===== config.mk =====
export PLATFORM = sky130hd
export DESIGN_NAME = outcmp_unit
export DESIGN_NICKNAME = d
export VERILOG_FILES = /design/src/rtl/outcmp_pkg.sv /design/src/rtl/outcmp_channel.sv /design/src/rtl/outcmp_flags.sv /design/src/rtl/outcmp_unit.sv
export SDC_FILE = /design/constraint.sdc
export NUM_CORES = 1
export LEC_CHECK = 0
export BUFFER_PORTS_ARGS = -buffer_cell sky130_fd_sc_hd__buf_2
export CAP_MARGIN = 40
export CORE_MARGIN = 1.5
export CORE_UTILIZATION = 64
export CTS_BUF_LIST = sky130_fd_sc_hd__clkbuf_8
export CTS_CLUSTER_DIAMETER = 60
export DETAILED_ROUTE_END_ITERATION = 6
export PLACE_DENSITY_LB_ADDON = 0.25
export SETUP_SLACK_MARGIN = 0.02
export SLEW_MARGIN = 20
export SYNTH_ARGS = -nofsm -noshare
export SYNTH_HDL_FRONTEND = slang
export SYNTH_SLANG_ARGS = --single-unit

===== constraint.sdc =====
create_clock -name clk -period 4.4 [get_ports clk]
set_clock_uncertainty 0.05 [all_clocks]
set_input_delay 0.66 -clock clk [delete_from_list [all_inputs] [get_ports clk]]
set_output_delay 0.66 -clock clk [all_outputs]
set_load 0.02 [all_outputs]

===== src/rtl/outcmp_pkg.sv =====
package outcmp_pkg;

    // Per-channel update state: compare with the committed value, or hold a
    // freshly written high byte until its low byte arrives.
    typedef enum logic [0:0] {
        CH_ARMED  = 1'b0,
        CH_STAGED = 1'b1
    } ch_state_e;

endpackage


===== src/rtl/outcmp_channel.sv =====
module outcmp_channel
    import outcmp_pkg::*;
#(
    parameter int BYTE_W = 8
) (
    input  logic                  clk,
    input  logic                  rst_n,
    input  logic                  wr_hi,
    input  logic                  wr_lo,
    input  logic [BYTE_W-1:0]     wdata,
    input  logic [2*BYTE_W-1:0]   count,
    input  logic                  count_adv,
    output logic [2*BYTE_W-1:0]   value,
    output logic                  hit
);

    localparam int CNT_W = 2 * BYTE_W;

    ch_state_e            state_q;
    ch_state_e            state_d;
    logic [BYTE_W-1:0]    stage_q;
    logic [BYTE_W-1:0]    stage_d;
    logic [CNT_W-1:0]     value_q;
    logic [CNT_W-1:0]     value_d;

    // State register
    always_ff @(posedge clk or negedge rst_n) begin
        if (!rst_n) begin
            state_q <= CH_ARMED;
        end else begin
            state_q <= state_d;
        end
    end

    // Next state: STAGE_HI, RESTAGE, COMMIT, LO_ONLY
    always_comb begin
        state_d = state_q;
        unique case (state_q)
            CH_ARMED: begin
                if (wr_hi) begin
                    state_d = CH_STAGED;      // STAGE_HI
                end
            end
            CH_STAGED: begin
                if (wr_lo) begin
                    state_d = CH_ARMED;       // COMMIT
                end
            end
            default: state_d = CH_ARMED;
        endcase
    end

    // Data path driven by the state
    always_comb begin
        stage_d = stage_q;
        value_d = value_q;
        if (wr_hi) begin
            stage_d = wdata;                  // STAGE_HI or RESTAGE
        end
        if (wr_lo) begin
            if (state_q == CH_STAGED) begin
                value_d = {stage_q, wdata};   // COMMIT
            end else begin
                value_d = {value_q[CNT_W-1:BYTE_W], wdata}; // LO_ONLY
            end
        end
    end

    always_ff @(posedge clk or negedge rst_n) begin
        if (!rst_n) begin
            stage_q <= '1;
            value_q <= '1;
        end else begin
            stage_q <= stage_d;
            value_q <= value_d;
        end
    end

    assign value = value_q;
    assign hit   = count_adv && (count == value_q);

endmodule


===== src/rtl/outcmp_flags.sv =====
module outcmp_flags #(
    parameter int NUM_CH = 5,
    parameter int BYTE_W = 8
) (
    input  logic                  clk,
    input  logic                  rst_n,
    input  logic                  wr_mask,
    input  logic                  wr_flag,
    input  logic [BYTE_W-1:0]     wdata,
    input  logic [NUM_CH-1:0]     hit,
    output logic [BYTE_W-1:0]     mask,
    output logic [BYTE_W-1:0]     flag
);

    logic [BYTE_W-1:0] used_bits;
    logic [BYTE_W-1:0] hit_bits;
    logic [BYTE_W-1:0] clr_bits;
    logic [BYTE_W-1:0] mask_q;
    logic [BYTE_W-1:0] flag_q;

    // Channel 0 sits on the top bit, later channels walk downward.
    always_comb begin
        used_bits = '0;
        hit_bits  = '0;
        for (int i = 0; i < NUM_CH; i++) begin
            used_bits[BYTE_W-1-i] = 1'b1;
            hit_bits[BYTE_W-1-i]  = hit[i];
        end
    end

    assign clr_bits = wr_flag ? wdata : '0;

    always_ff @(posedge clk or negedge rst_n) begin
        if (!rst_n) begin
            mask_q <= '0;
            flag_q <= '0;
        end else begin
            if (wr_mask) begin
                mask_q <= wdata & used_bits;
            end
            // A match in the same cycle as a clear wins.
            flag_q <= (flag_q & ~clr_bits) | (hit_bits & mask_q);
        end
    end

    assign mask = mask_q;
    assign flag = flag_q;

endmodule


===== src/rtl/outcmp_unit.sv =====
module outcmp_unit #(
    parameter int NUM_CH = 5,
    parameter int BYTE_W = 8,
    parameter int ADDR_W = 4
) (
    input  logic                  clk,
    input  logic                  rst_n,
    input  logic [2*BYTE_W-1:0]   count,
    input  logic                  count_adv,
    input  logic                  bus_wr,
    input  logic [ADDR_W-1:0]     bus_addr,
    input  logic [BYTE_W-1:0]     bus_wdata,
    output logic [BYTE_W-1:0]     bus_rdata,
    output logic                  irq
);

    localparam int CNT_W     = 2 * BYTE_W;
    localparam int MASK_ADDR = 2 * NUM_CH;
    localparam int FLAG_ADDR = 2 * NUM_CH + 1;

    logic [NUM_CH-1:0] wr_hi;
    logic [NUM_CH-1:0] wr_lo;
    logic [NUM_CH-1:0] hit;
    logic [CNT_W-1:0]  values [NUM_CH];
    logic [BYTE_W-1:0] mask_q;
    logic [BYTE_W-1:0] flag_q;
    logic              wr_mask;
    logic              wr_flag;

    for (genvar g = 0; g < NUM_CH; g++) begin : g_ch
        assign wr_hi[g] = bus_wr && (bus_addr == ADDR_W'(2 * g));
        assign wr_lo[g] = bus_wr && (bus_addr == ADDR_W'(2 * g + 1));

        outcmp_channel #(
            .BYTE_W (BYTE_W)
        ) u_ch (
            .clk       (clk),
            .rst_n     (rst_n),
            .wr_hi     (wr_hi[g]),
            .wr_lo     (wr_lo[g]),
            .wdata     (bus_wdata),
            .count     (count),
            .count_adv (count_adv),
            .value     (values[g]),
            .hit       (hit[g])
        );
    end

    assign wr_mask = bus_wr && (bus_addr == ADDR_W'(MASK_ADDR));
    assign wr_flag = bus_wr && (bus_addr == ADDR_W'(FLAG_ADDR));

    outcmp_flags #(
        .NUM_CH (NUM_CH),
        .BYTE_W (BYTE_W)
    ) u_flags (
        .clk     (clk),
        .rst_n   (rst_n),
        .wr_mask (wr_mask),
        .wr_flag (wr_flag),
        .wdata   (bus_wdata),
        .hit     (hit),
        .mask    (mask_q),
        .flag    (flag_q)
    );

    always_comb begin
        bus_rdata = '0;
        for (int i = 0; i < NUM_CH; i++) begin
            if (bus_addr == ADDR_W'(2 * i)) begin
                bus_rdata = values[i][CNT_W-1:BYTE_W];
            end
            if (bus_addr == ADDR_W'(2 * i + 1)) begin
                bus_rdata = values[i][BYTE_W-1:0];
            end
        end
        if (bus_addr == ADDR_W'(MASK_ADDR)) begin
            bus_rdata = mask_q;
        end
        if (bus_addr == ADDR_W'(FLAG_ADDR)) begin
            bus_rdata = flag_q;
        end
    end

    assign irq = |(flag_q & mask_q);

endmodule


# [After elaboration in Yosys (flattened, before gate mapping)]
# Index checks and enable logic that the tools add are counted.
[totals] ff_bits=138 latchBits=0 ram_bits=0 rom_bits=0 input_bits=32 out_inout_bits=9 elab_cells=100 mem_count=0
[classes] n_addsub=0 mul=0 n_div=0 magnitude_cmp=0 n_eq_ne=16 shift=0 n_mux=28 bitwise=10 reduce_logical=24
[op_table] cell="8-bit two-way mux" n=13
[op_table] cell="16-bit equality test" n=5
[op_table] cell="8-bit AND" n=3
[op_table] cell="1-bit logical AND" n=17
[op_table] cell="4-bit by 3-bit equality test with 1-bit output (second input constant)" n=4
[op_table] cell="4-bit equality test (second input constant)" n=4
[op_table] cell="1-bit two-way mux" n=10
[op_table] cell="1-bit one-hot mux with 2 select lines" n=5
[op_table] cell="2-bit AND reduction" n=5
[op_table] cell="4-bit by 2-bit equality test with 1-bit output (second input constant)" n=2
[op_table] cell="8-bit NOT" n=1
[op_table] cell="8-bit OR" n=1
[op_table] cell="8-bit OR reduction" n=1
[op_table] cell="1-bit NOT" n=5
[op_table] cell="4-bit by 1-bit equality test with 1-bit output (second input constant)" n=1
[op_table] cell="4-bit logical NOT" n=1

# [Longest topological paths before layout]
# Gate-level depths: netlist of run 1.
[depth] word_depth=13 mapped_depth=7 mapped_depth_nobuf=4

# [Hierarchy]
# From an unflattened synthesis of run 1, not the netlist that was laid out.
[hier_totals] hier_cells=534 hier_area_um2=7208.2
[by_module_without_submodules] mod="outcmp_channel" instances=5 cells_per_inst=76 area_per_inst_um2=1137.3 seq_area_each_um2=655.6
[by_module_without_submodules] mod="outcmp_unit" instances=1 cells_per_inst=119 area_per_inst_um2=1028.5 seq_area_each_um2=0.0
[by_module_without_submodules] mod="outcmp_flags" instances=1 cells_per_inst=35 area_per_inst_um2=493.0 seq_area_each_um2=325.3

# [Worst setup path after synthesis of run 1]
# OpenSTA, ideal clock, no wires.
[synth_path] kind="input to output" start="input port bus_addr[2]" end="output port bus_rdata[1]" t_arrival_ns=2.151 required_ns=3.690 path_slack_ns=1.539 stages=6 path_buffers=3 path_cell_list="buf_2 -> clkbuf_1 -> buf_2 -> nor2_1 -> a31o_2 -> o32ai_1"
[synth_between] elab_chain_len=13 word_cells_on_any_way=24 cone_classes="eq/ne (11); mux (12); reduce/logical (1)"
[synth_rtl] item="start, declared" line_no="outcmp_unit.sv:11" source="input logic [ADDR_W-1:0] bus_addr,"
[synth_rtl] item="4-bit logical NOT" line_no="outcmp_unit.sv:69" source="if (bus_addr == ADDR_W'(2 * i)) begin"
[synth_rtl] item="8-bit two-way mux" line_no="outcmp_unit.sv:69"
[synth_rtl] item="8-bit two-way mux" line_no="outcmp_unit.sv:72" source="if (bus_addr == ADDR_W'(2 * i + 1)) begin"
[synth_rtl] item="8-bit two-way mux" line_no="outcmp_unit.sv:69"
[synth_rtl] item="8-bit two-way mux" line_no="outcmp_unit.sv:72"
[synth_rtl] item="8-bit two-way mux" line_no="outcmp_unit.sv:69"
[synth_rtl] item="8-bit two-way mux" line_no="outcmp_unit.sv:72"
[synth_rtl] item="8-bit two-way mux" line_no="outcmp_unit.sv:69"
[synth_rtl] item="8-bit two-way mux" line_no="outcmp_unit.sv:72"
[synth_rtl] item="8-bit two-way mux" line_no="outcmp_unit.sv:69"
[synth_rtl] item="8-bit two-way mux" line_no="outcmp_unit.sv:72"
[synth_rtl] item="8-bit two-way mux" line_no="outcmp_unit.sv:76" source="if (bus_addr == ADDR_W'(MASK_ADDR)) begin"
[synth_rtl] item="8-bit two-way mux (*)" line_no="outcmp_unit.sv:79" source="if (bus_addr == ADDR_W'(FLAG_ADDR)) begin"
[synth_rtl] item="end, declared" line_no="outcmp_unit.sv:13" source="output logic [BYTE_W-1:0] bus_rdata,"
# Mark *: on every way between the ends. The rest lies on a longest branch, timed or not.

# [Worst setup path after layout of run 1]
[layout_path] start="input port bus_addr[1]" end="output port bus_rdata[5]"
# The elaborated chain is that of the path after synthesis.

==> metrics.cfg, run 1 <==
[run_status]
status = finished clean

[clocking]
clkTransAtPathRegs_ns = 0.07
cts_hold_buf = 0
cts_root_buffer = clkbuf_8
tritoncts = built
cts_resized = 0
cts.path.max_buffers = 2
htree_levels = 4
cts_buffers = 17
cts_setup_buffers = 0
clk-insertion-delay-late_ns = 0.47
clock-sinks = 138

[logic_synthesis]
yosys_warnings = 0
synth_cell_types = 50
netlist_instances = 587
syn_nets = 619
async_reset_ff_share_pct = 100
ys.flop_type = dfstp_2
synth_edf_count = 0
ys_seq_elements = 138
ys_seq_area_share_pct = 49.8
synth_area_mm2 = 0.00723
avgSynthCellArea_um2 = 12.3

[floorplan]
die_area_mm2 = 0.0119
ios = 41
core_area_mm2 = 0.0109
rows = 38
dieHeight_um = 109
chipWidth_um = 109
start_util_pct = 66.1

[drt]
avgViaCountPerCell = 6.56
wire_per_inst_um = 25.6
vias = 5002
routed_wl_um = 19500
drt_pass1_iterations = 6
ant_nets = 0
drc = 0
drtIter0Drc = 553

[global_route]
grt_max_degree = 72
antenna_found_initial = 0
grt_pass1_wl_um = 29500
grt_overflow = 0
grt_pass1_vias = 5016
track_usage_pct = 35.2

[critical_path]
ff2ff_setup_slack_ns = 2.76
startpoint_type = input pin
reg2regPathDepth = 4
crit_type = in2out
cp_max_fo = 30
worstPathArrival_ns = 2.62
reg2reg_to = u_flags.flag[5]
slowest_stage = nor2b_1
end_kind = output port
path_cells = buf_2, buf_16, nor2b_1, o21ai_0, a31o_2, o31ai_1, buf_2
slowest_delay_ns = 0.42
timing.rr.start = g_ch[2].u_ch.value[9]
critPathMostFrequentCell = buf_2
worstPathRequired_ns = 3.69

[timing]
rsz0062_at_grt = false
worstMarginPinSlew_ns = 0.616
max_slew_margin_pct = 58.9
clock.fmax_mhz = 300
holdWs_ns = 0.115
hold_viol = 0
tns_ns = 0
setup_slack_ns = 1.07
min_period_ns = 3.33
slew_violations = 0
setup_viol = 0
fin_crit_sh_pct = 75.7

[place]
io_buffers = 40
post-place-ws_ns = 0.981
place_congestion = 0.977
dp_hpwl_um = 13600

[hold_path]
hold_class = in2async

[power_and_ir_drop]
ir_worst_vdd_mv = 0.375
p_leak_nw = 3.35
power.density_mw_per_mm2 = 486

[job]
maxCapViolCount = 0

[cells_and_area]
flow.area_growth_from_synthesis_pct = 10.0
layout.nets = 641
final_util_pct = 72.8
layout-drive-gt1-share_pct = 52.1
n_antenna_cell = 0

worst max path at each step:
stage / startpoint / endpoint / cells after the start
after floorplan: bus_addr[2] / bus_rdata[1] / 6
after global placement: bus_addr[1] / bus_rdata[1] / 6
after detailed placement: bus_addr[1] / bus_rdata[2] / 6
after CTS: bus_addr[1] / bus_rdata[5] / 6
after global routing: bus_addr[1] / bus_rdata[3] / 7
final: bus_addr[1] / bus_rdata[5] / 7
where the power goes:
part	switching, mW	total, mW	internal [mW]	leakage (nW)
Sequential	0.259	1.97	1.72	1.49
Clock	0.501	1.18	0.676	0.230
Combinational	0.338	0.712	0.375	1.64
Total	1.10	3.86	2.77	3.35
synthesized netlist by cell type, drive strengths merged, types with 2 or more instances:
| master | number | share of area (%) |
|---|---|---|
| o31ai | 3 | 0.31 |
| o2bb2ai | 2 | 0.24 |
| mux2i | 8 | 1.1 |
| nor2 | 12 | 0.66 |
| o32ai | 3 | 0.36 |
| a21boi | 4 | 0.42 |
| nand3b | 3 | 0.31 |
| nor2b | 13 | 1.1 |
| nand3 | 10 | 0.83 |
| o311ai | 2 | 0.24 |
| o21ai | 29 | 2.0 |
| inv | 6 | 0.31 |
| a31o | 4 | 0.48 |
| a22o | 2 | 0.24 |
| nand2 | 34 | 1.9 |
| or3 | 2 | 0.17 |
| xor2 | 75 | 9.1 |
| o211ai | 2 | 0.21 |
| and3 | 4 | 0.35 |
| o21bai | 2 | 0.21 |
| mux2 | 115 | 18 |
| a222oi | 5 | 0.69 |
| dfrtp | 18 | 6.2 |
| nor3 | 7 | 0.48 |
| xnor2 | 5 | 0.61 |
| nand4 | 6 | 0.52 |
| nand2b | 5 | 0.43 |
| mux4 | 8 | 2.5 |
| a21oi | 2 | 0.14 |
| dfstp | 120 | 44 |
| a22oi | 7 | 0.73 |
| nor4 | 15 | 1.3 |
| o22ai | 2 | 0.17 |
| buf | 17 | 1.7 |
| clkbuf | 26 | 1.3 |
flip-flops by register name, summed over array words and instances (netlist names):
name / cells
u_flags.mask: 5
g_ch.u_ch.value: 80
g_ch.u_ch.stage_q: 40
u_flags.flag: 8
g_ch.u_ch.state_q: 5
routing by layer:
metal	GRT usage, %	vias to the layer above	wire length [um]
li1	-	2137	-
met1	47.6	2565	7940
met2	52.8	249	8960
met3	9.07	51	1760
met4	17.6	0	818
met5	0	-	0
layout make-up:
cell class / count / area (um^2)
flip-flops and latches: 138 / 3600
clock inverters: 11 / 166
inverters: 6 / 22.5
multi-input cells: 400 / 3390
well taps: 140 / 175
clock buffers: 21 / 289
repair buffers: 46 / 313
fillers: 785 / 2980
critical path, delay by kind of cell:
kind                   cells  cell delay, ns
buffers and inverters      3            0.80
and+or+nand+nor            1            0.42
AOI/OAI and AO/OA          3            0.71
cells in the final DEF (no fill, tap or decap), types with 4 or more instances in the layout:
| cell type | n |
|---|---|
| and3_1 | 4 |
| nand2_2 | 4 |
| xnor2_1 | 5 |
| a31o_2 | 4 |
| buf_2 | 39 |
| mux2_2 | 107 |
| o21ai_0 | 29 |
| nand3_1 | 8 |
| nor2b_1 | 13 |
| mux2i_1 | 8 |
| dfrtp_1 | 18 |
| clkbuf_8 | 21 |
| bufinv_16 | 4 |
| nand2b_1 | 5 |
| a21boi_0 | 4 |
| nand2_1 | 30 |
| a22oi_1 | 7 |
| nor3_1 | 7 |
| mux2_1 | 8 |
| mux4_2 | 8 |
| xor2_1 | 75 |
| dfstp_2 | 120 |
| inv_1 | 7 |
| nor4_1 | 15 |
| nand4_1 | 6 |
| nor2_1 | 11 |
| a222oi_1 | 5 |
kinds of logic (layout without fill, tap and decap cells):
| group | Yosys count | in the layout | synth area share [%] |
|---|---|---|---|
| compound gates | 73 | 73 | 6.92 |
| flops | 138 | 138 | 49.8 |
| mux | 131 | 131 | 21.5 |
| simple gates | 116 | 116 | 8.75 |
| xor+xnor | 80 | 80 | 9.69 |
| buf+inv | 49 | 84 | 3.32 |
through the flow:
stage	instance area, um^2	total power, mW	std cells
2_1_floorplan	7230	2.41	587
3_3_place_gp	7430	2.64	727
3_5_place_dp	7430	2.68	727
4_1_cts	7880	3.86	759
5_1_grt	7960	4.01	762
6_report	7960	3.86	762
Note: power is estimated with default switching activity, not from simulation.
==> run 2, diff against run 1 <==
ABC_AREA = 1   (was unset)
CORE_UTILIZATION = 57   (was 64)
clock period = 2.75 ns   (was 4.4 ns; I/O delays follow)
==> run 2 against run 1 <==
Against the previous run:
- the run now ends with DRC left
- non-clock buffer count unchanged
- synthesized area down 0.29%
- critical endpoint is now bus_rdata[2]
- die area up 12%
- wire length up 12%
- register-to-register slack worse by 1.5 ns
- synthesized cell count up 52%
- highest routed layer unchanged
- critical path type unchanged
- sequential share of layout area down 0.057 points
- largest cell class unchanged
- via count up 27%
==> metrics.cfg, run 2 <==
[cells_and_area]
layout-drive-gt1-share_pct = 24.7  ; -27 points
mostFrequentLayoutCells = 304 x nand2_1, 121 x o21ai_0, 120 x dfstp_2
flow.area_growth_from_synthesis_pct = 10.5
layout_commonest_cell = nand2_1
n_antenna_cell = 0  ; unchanged
largest_register_ff_count = 80  ; unchanged
layout.nets = 969  ; +51%

[critical_path]
end_kind = output port
critPathMostFrequentCell = nand2_1
startpoint_type = input pin
cp_max_fo = 7  ; -77%
worstPathArrival_ns = 1.99  ; -0.63 ns
slowest_delay_ns = 0.41  ; about the same
slowest_stage = nor2_1
timing.rr.start = g_ch[0].u_ch.value[5]
cpLargestDelayFamily = simple AND/OR/NAND/NOR gates
path_buf_inv = 2  ; -1
worstSetupStartpoint = bus_addr[0]
path_cells = buf_2, nor2_1, nand2_1, or2_0, a21boi_1, nand4_1, nand2_1, nand2_1, buf_2
worstPathRequired_ns = 2.29  ; -1.40 ns
crit_type = in2out

[logic_synthesis]
async_reset_ff_share_pct = 100  ; unchanged
synth_area_mm2 = 0.00721  ; -0.29%
synth_edf_count = 0  ; unchanged
synth_area_leaders = dfstp_2 44%, nand2_1 16%, o21ai_0 8.4%
ys_seq_area_share_pct = 50.0  ; +0.15 points
ys_seq_elements = 138  ; unchanged
netlist_instances = 894  ; +52%
synth_top_area_cell = dfstp_2
avgSynthCellArea_um2 = 8.07  ; -35%
yosys-top-cells-count = 304 x nand2_1, 121 x o21ai_0, 120 x dfstp_2
yosysMostFrequentCell = nand2_1
synth_top_area_share_pct = 43.7  ; +0.13 points
yosys_warnings = 0  ; unchanged
syn_nets = 926  ; +50%
synth_cell_types = 39  ; -22%
ys.flop_type = dfstp_2

[power_and_ir_drop]
ir_worst_vdd_mv = 0.560  ; +49%
p_leak_nw = 3.62  ; +8.0%
power.density_mw_per_mm2 = 747  ; +54%
power.total_mw = 5.95  ; +54%

[clocking]
cts_root_buffer = clkbuf_8
cts_resized = 0  ; unchanged
clkTransAtPathRegs_ns = 0.07  ; about the same
cts.path.max_buffers = 2  ; unchanged
cts_buffers = 17  ; unchanged
tritoncts = built
htree_levels = 4  ; unchanged
clock-sinks = 138  ; unchanged
clk-insertion-delay-late_ns = 0.47  ; about the same

[timing]
fin_crit_sh_pct = 89.2
slew_violations = 0  ; unchanged
rsz0062_at_grt = false
worstMarginPinSlew_ns = 0.660  ; +0.0438 ns
hold_viol = 0  ; unchanged
min_period_ns = 2.45
tns_ns = 0  ; unchanged
clock.fmax_mhz = 408
setup_slack_ns = 0.297  ; -0.773 ns
max_slew_margin_pct = 56.0  ; -3.0 points
setup_viol = 0  ; unchanged

[drt]
routed_wl_um = 21800  ; +12%
drt_pass1_iterations = 7  ; +1
vias = 6366  ; +27%
drc = 1  ; +1
drtIter0Drc = 674  ; +22%
avgViaCountPerCell = 5.69  ; -13%
wire_per_inst_um = 19.5  ; -24%
ant_nets = 0  ; unchanged

[global_route]
grt_overflow = 0  ; unchanged
grt_max_degree = 64  ; -11%
track_usage_pct = 34.8  ; -0.43 points
antenna_found_initial = 0  ; unchanged
grt_pass1_wl_um = 33400  ; +13%
grt_pass1_vias = 6013  ; +20%

[run_status]
violations = DRC
status = complete, but fails checks

[place]
dp_hpwl_um = 15500  ; +14%
place_congestion = 0.988  ; +1.1%
io_buffers = 40  ; unchanged
post-place-ws_ns = 0.300  ; -0.681 ns

[floorplan]
core_area_mm2 = 0.0122  ; +11%
rows = 40  ; +5.3%
chipWidth_um = 115  ; +5.6%
ios = 41  ; unchanged
die_area_mm2 = 0.0133  ; +12%
start_util_pct = 59.3  ; -6.8 points
dieHeight_um = 115  ; +5.6%

[hold_path]
hold_start = bus_wdata[2]
hold_class = in2reg

[job]
maxCapViolCount = 0  ; unchanged

==> run 2: cell count changes after synthesis, moves of 9 or more <==
| cell | delta |
|---|---|
| clkbuf_1 | -14 |
| o21ai_0 | +92 |
| o22ai_1 | +14 |
| nor2_1 | +28 |
| inv_1 | +77 |
| mux2_2 | -107 |
| nor4_1 | -9 |
| o21ai_1 | +10 |
| a21oi_1 | +16 |
| nor2b_1 | -13 |
| nand2_1 | +274 |
| nor2_4 | +9 |
| xor2_1 | -57 |
| nand3_1 | +18 |
==> run 2: what timing repair did <==
item | in CTS | in global routing
hold buffers | 1 | 0
buffers inserted | 0 | 0
endpoints found under the hold margin | 2 | 0
==> run 2: tightest hold or removal path: stages <==
cell,delay (ns)
buf_2,0.11
nand2_1,0.05
o21ai_0,0.07
==> run 2: worst paths after layout <==
kind | endpoint | slack [ns] | cells after the start
setup / recovery | bus_rdata[2] | 0.30 | 9
min in group asynchronous | g_ch[2].u_ch.state_q | 0.41 | 2
setup reg to reg | u_flags.flag[7] | 1.23 | 6
max in group asynchronous | g_ch[4].u_ch.stage_q[1] | 1.49 | 3
hold / removal | g_ch[4].u_ch.value[2] | 0.13 | 3
hold reg to reg | g_ch[0].u_ch.value[9] | 0.41 | 2
==> run 2: layout make-up <==
| type | instances | area, um^2 |
|---|---|---|
| clock buffer | 19 | 262 |
| clock inverter | 13 | 140 |
| fill | 1098 | 4190 |
| inverter | 96 | 372 |
| multi-input combinational | 638 | 3120 |
| sequential | 138 | 3600 |
| tap | 168 | 210 |
| timing repair buffer | 46 | 267 |
==> run 2: metrics by stage <==
stage	hold WS (ns)	util, %	cells	area (um^2)
after global routing	0.149	65.5	1118	7970
after CTS	0.119	65.5	1118	7970
after detailed placement	0.340	62.1	1085	7560
final	0.131	65.5	1118	7970
after floorplan	0.0669	-	894	7210
after global placement	0.339	62.1	1085	7560
==> run 2: cells by family (layout without fill, tap and decap cells) <==
| family | Yosys count | count (layout) | synth area share (%) |
|---|---|---|---|
| xor+xnor | 28 | 28 | 3.40 |
| compound gates | 183 | 183 | 13.8 |
| flops | 138 | 138 | 50.0 |
| buf+inv | 118 | 174 | 6.84 |
| simple gates | 427 | 427 | 26.0 |
==> run 2: report_power, final <==
group	leakage (nW)	internal (mW)	switching, mW
combinational	1.91	0.394	0.709
sequential	1.48	2.76	0.383
clock	0.222	0.924	0.781
==> run 2: layer usage <==
metal | up-vias | track usage (%) | part of all wire, %
met5 | - | 0 | 0
met4 | 0 | 17.9 | 4.5
met3 | 74 | 7.69 | 7.8
met2 | 277 | 52.3 | 43
met1 | 3032 | 47.5 | 44
li1 | 2983 | - | -
==> run 3, diff against run 2 <==
CORE_UTILIZATION = 40   (was 57)
REMOVE_ABC_BUFFERS = 1   (was unset)
==> run 3 against run 2 <==
Against the previous run:
- the flow now finishes without violations
- clock-buffer cell count is the same
- die area grew 41%
- wire length grew 5.0%
- cell count grew 5.2%
- critical path depth grew 2
- critical path type unchanged
- largest cell class unchanged
- highest routed layer unchanged
==> metrics.cfg, run 3 (synthesized netlist as in run 2, its figures left out) <==
[run_status]
status = finished clean

[power_and_ir_drop]
power.density_mw_per_mm2 = 727  ; -2.6%
pwr-share-clk_pct = 27.2  ; -1.4 points
switching_share_pct = 31.8  ; +0.32 points
p_int_mw = 3.98  ; -2.3%
p_seq_share_pct = 53.7  ; +0.9 points
p_leak_nw = 3.61  ; -0.16%
power.total_mw = 5.84  ; -1.9%
ir_worst_vdd_mv = 0.546  ; -2.5%
p_comb_share_pct = 19.1  ; +0.6 points
switching_power_mw = 1.86  ; -0.90%

[cells_and_area]
final_cells = 1176  ; +5.2%
n_fill_cell = 1804  ; +64%
layout.nets = 972  ; +0.31%
layout_commonest_cell = nand2_1
mostFrequentLayoutCells = 304 x nand2_1, 121 x o21ai_0, 120 x dfstp_2
n_antenna_cell = 0  ; unchanged
flow.area_growth_from_synthesis_pct = 11.3
layout-drive-gt1-share_pct = 25.0  ; +0.29 points
largest_register_ff_count = 80  ; unchanged

[place]
dp_hpwl_um = 16600  ; +7.2%
place_congestion = 0.966  ; -2.2%
io_buffers = 40  ; unchanged
dpl.cell_count = 1145  ; +5.5%

[floorplan]
start_util_pct = 41.3  ; -18 points
rows = 48  ; +20%
chipWidth_um = 137  ; +19%
die_area_mm2 = 0.0188  ; +41%
dieHeight_um = 137  ; +19%
ios = 41  ; unchanged
core_area_mm2 = 0.0175  ; +44%

[drt]
drt_pass1_iterations = 6  ; -1
wire_per_inst_um = 19.5  ; -0.15%
drtIter0Drc = 575  ; -15%
avgViaCountPerCell = 5.34  ; -6.3%
routed_wl_um = 22900  ; +5.0%
ant_nets = 0  ; unchanged
drc = 0  ; -1
vias = 6276  ; -1.4%

[global_route]
grt_overflow = 0  ; unchanged
grt_pass1_wl_um = 34700  ; +4.0%
grt_max_degree = 64  ; unchanged
grt_pass1_vias = 5963  ; -0.83%
antenna_found_initial = 0  ; unchanged
track_usage_pct = 25.8  ; -9.0 points

[timing]
fin_crit_sh_pct = 87.4  ; -1.8 points
setup_viol = 0  ; unchanged
worstMarginPinSlew_ns = 0.667  ; +0.00674 ns
hold_viol = 0  ; unchanged
tns_ns = 0  ; unchanged
holdWs_ns = 0.137  ; +0.00527 ns
clock.fmax_mhz = 416  ; +2.1%
min_period_ns = 2.40  ; -0.0502 ns
max_slew_margin_pct = 55.5  ; -0.45 points
slew_violations = 0  ; unchanged
rsz0062_at_grt = false

[clocking]
cts_hold_buf = 1  ; unchanged
htree_levels = 4  ; unchanged
cts_buffers = 17  ; unchanged
cts_resized = 0  ; unchanged
clk-insertion-delay-late_ns = 0.46  ; about the same
cts.path.max_buffers = 2  ; unchanged
tritoncts = built
clkTransAtPathRegs_ns = 0.07  ; about the same
clock-sinks = 138  ; unchanged
cts_setup_buffers = 0  ; unchanged
cts_root_buffer = clkbuf_8

[critical_path]
crit_type = in2out
worstPathRequired_ns = 2.29  ; about the same
startpoint_type = input pin
end_kind = output port
cp_max_fo = 13  ; +6
worstPathArrival_ns = 1.94  ; -0.05 ns

[job]
maxCapViolCount = 0  ; unchanged

[hold_path]
hold_class = in2reg

==> run 3: per-layer routing <==
layer	GRT usage [%]	routed length [um]	up-vias
met5	0	0	-
met4	11.3	799	0
met3	6.62	1690	57
met2	39.4	10200	236
met1	34.6	10200	2994
li1	-	-	2989
==> run 3: final cells by class <==
type | instances | area, um^2 | area share [%]
Timing Repair Buffer | 49 | 289 | 3.60
Clock buffer | 19 | 262 | 3.26
Clock inverter | 11 | 108 | 1.34
Inverter | 96 | 372 | 4.63
Tap cell | 225 | 282 | 3.51
Sequential cell | 138 | 3600 | 44.9
Multi-Input combinational cell | 638 | 3120 | 38.8
==> run 3: path summary, 6_finish.rpt <==
check                                         from                     end  slack (ns)  cells after the start
max                                    bus_addr[3]            bus_rdata[7]        0.35                     11
min                                   bus_wdata[4]   g_ch[1].u_ch.value[4]        0.14                      3
max reg2reg                  g_ch[0].u_ch.value[5]         u_flags.flag[7]        1.28                      6
min reg2reg                g_ch[0].u_ch.stage_q[5]  g_ch[0].u_ch.value[13]        0.41                      2
max in group asynchronous                    rst_n   g_ch[1].u_ch.value[2]        1.45                      3
min in group asynchronous                    rst_n    g_ch[3].u_ch.state_q        0.46                      2
==> run 3: power by group through the flow <==
stage / sequential [mW] / combinational, mW / clock [mW]
floorplan: 3.00 / 0.759 / 0
global placement: 3.14 / 1.09 / 0
detailed placement: 3.14 / 1.11 / 0
CTS: 3.12 / 1.11 / 1.63
global route: 3.19 / 1.27 / 1.70
finish: 3.13 / 1.12 / 1.59
==> run 3: metrics by stage <==
step / utilization (%) / cell area, um^2 / setup WS, ns
after CTS: 45.9 / 8030 / 0.363
after global routing: 45.9 / 8030 / 0.163
after floorplan: - / 7090 / 0.828
final: 45.9 / 8030 / 0.347
after detailed placement: 43.8 / 7650 / 0.371
after global placement: 43.8 / 7650 / 0.378
==> run 3: critical path, stage by stage <==
cell,delay [ns]
buf_2,0.11
nor2_2,0.43
nand2_1,0.25
nor2_1,0.15
nor2_1,0.06
nand3_1,0.07
nand2_1,0.07
nand3_1,0.07
nand2_1,0.05
nand4_1,0.08
buf_2,0.17
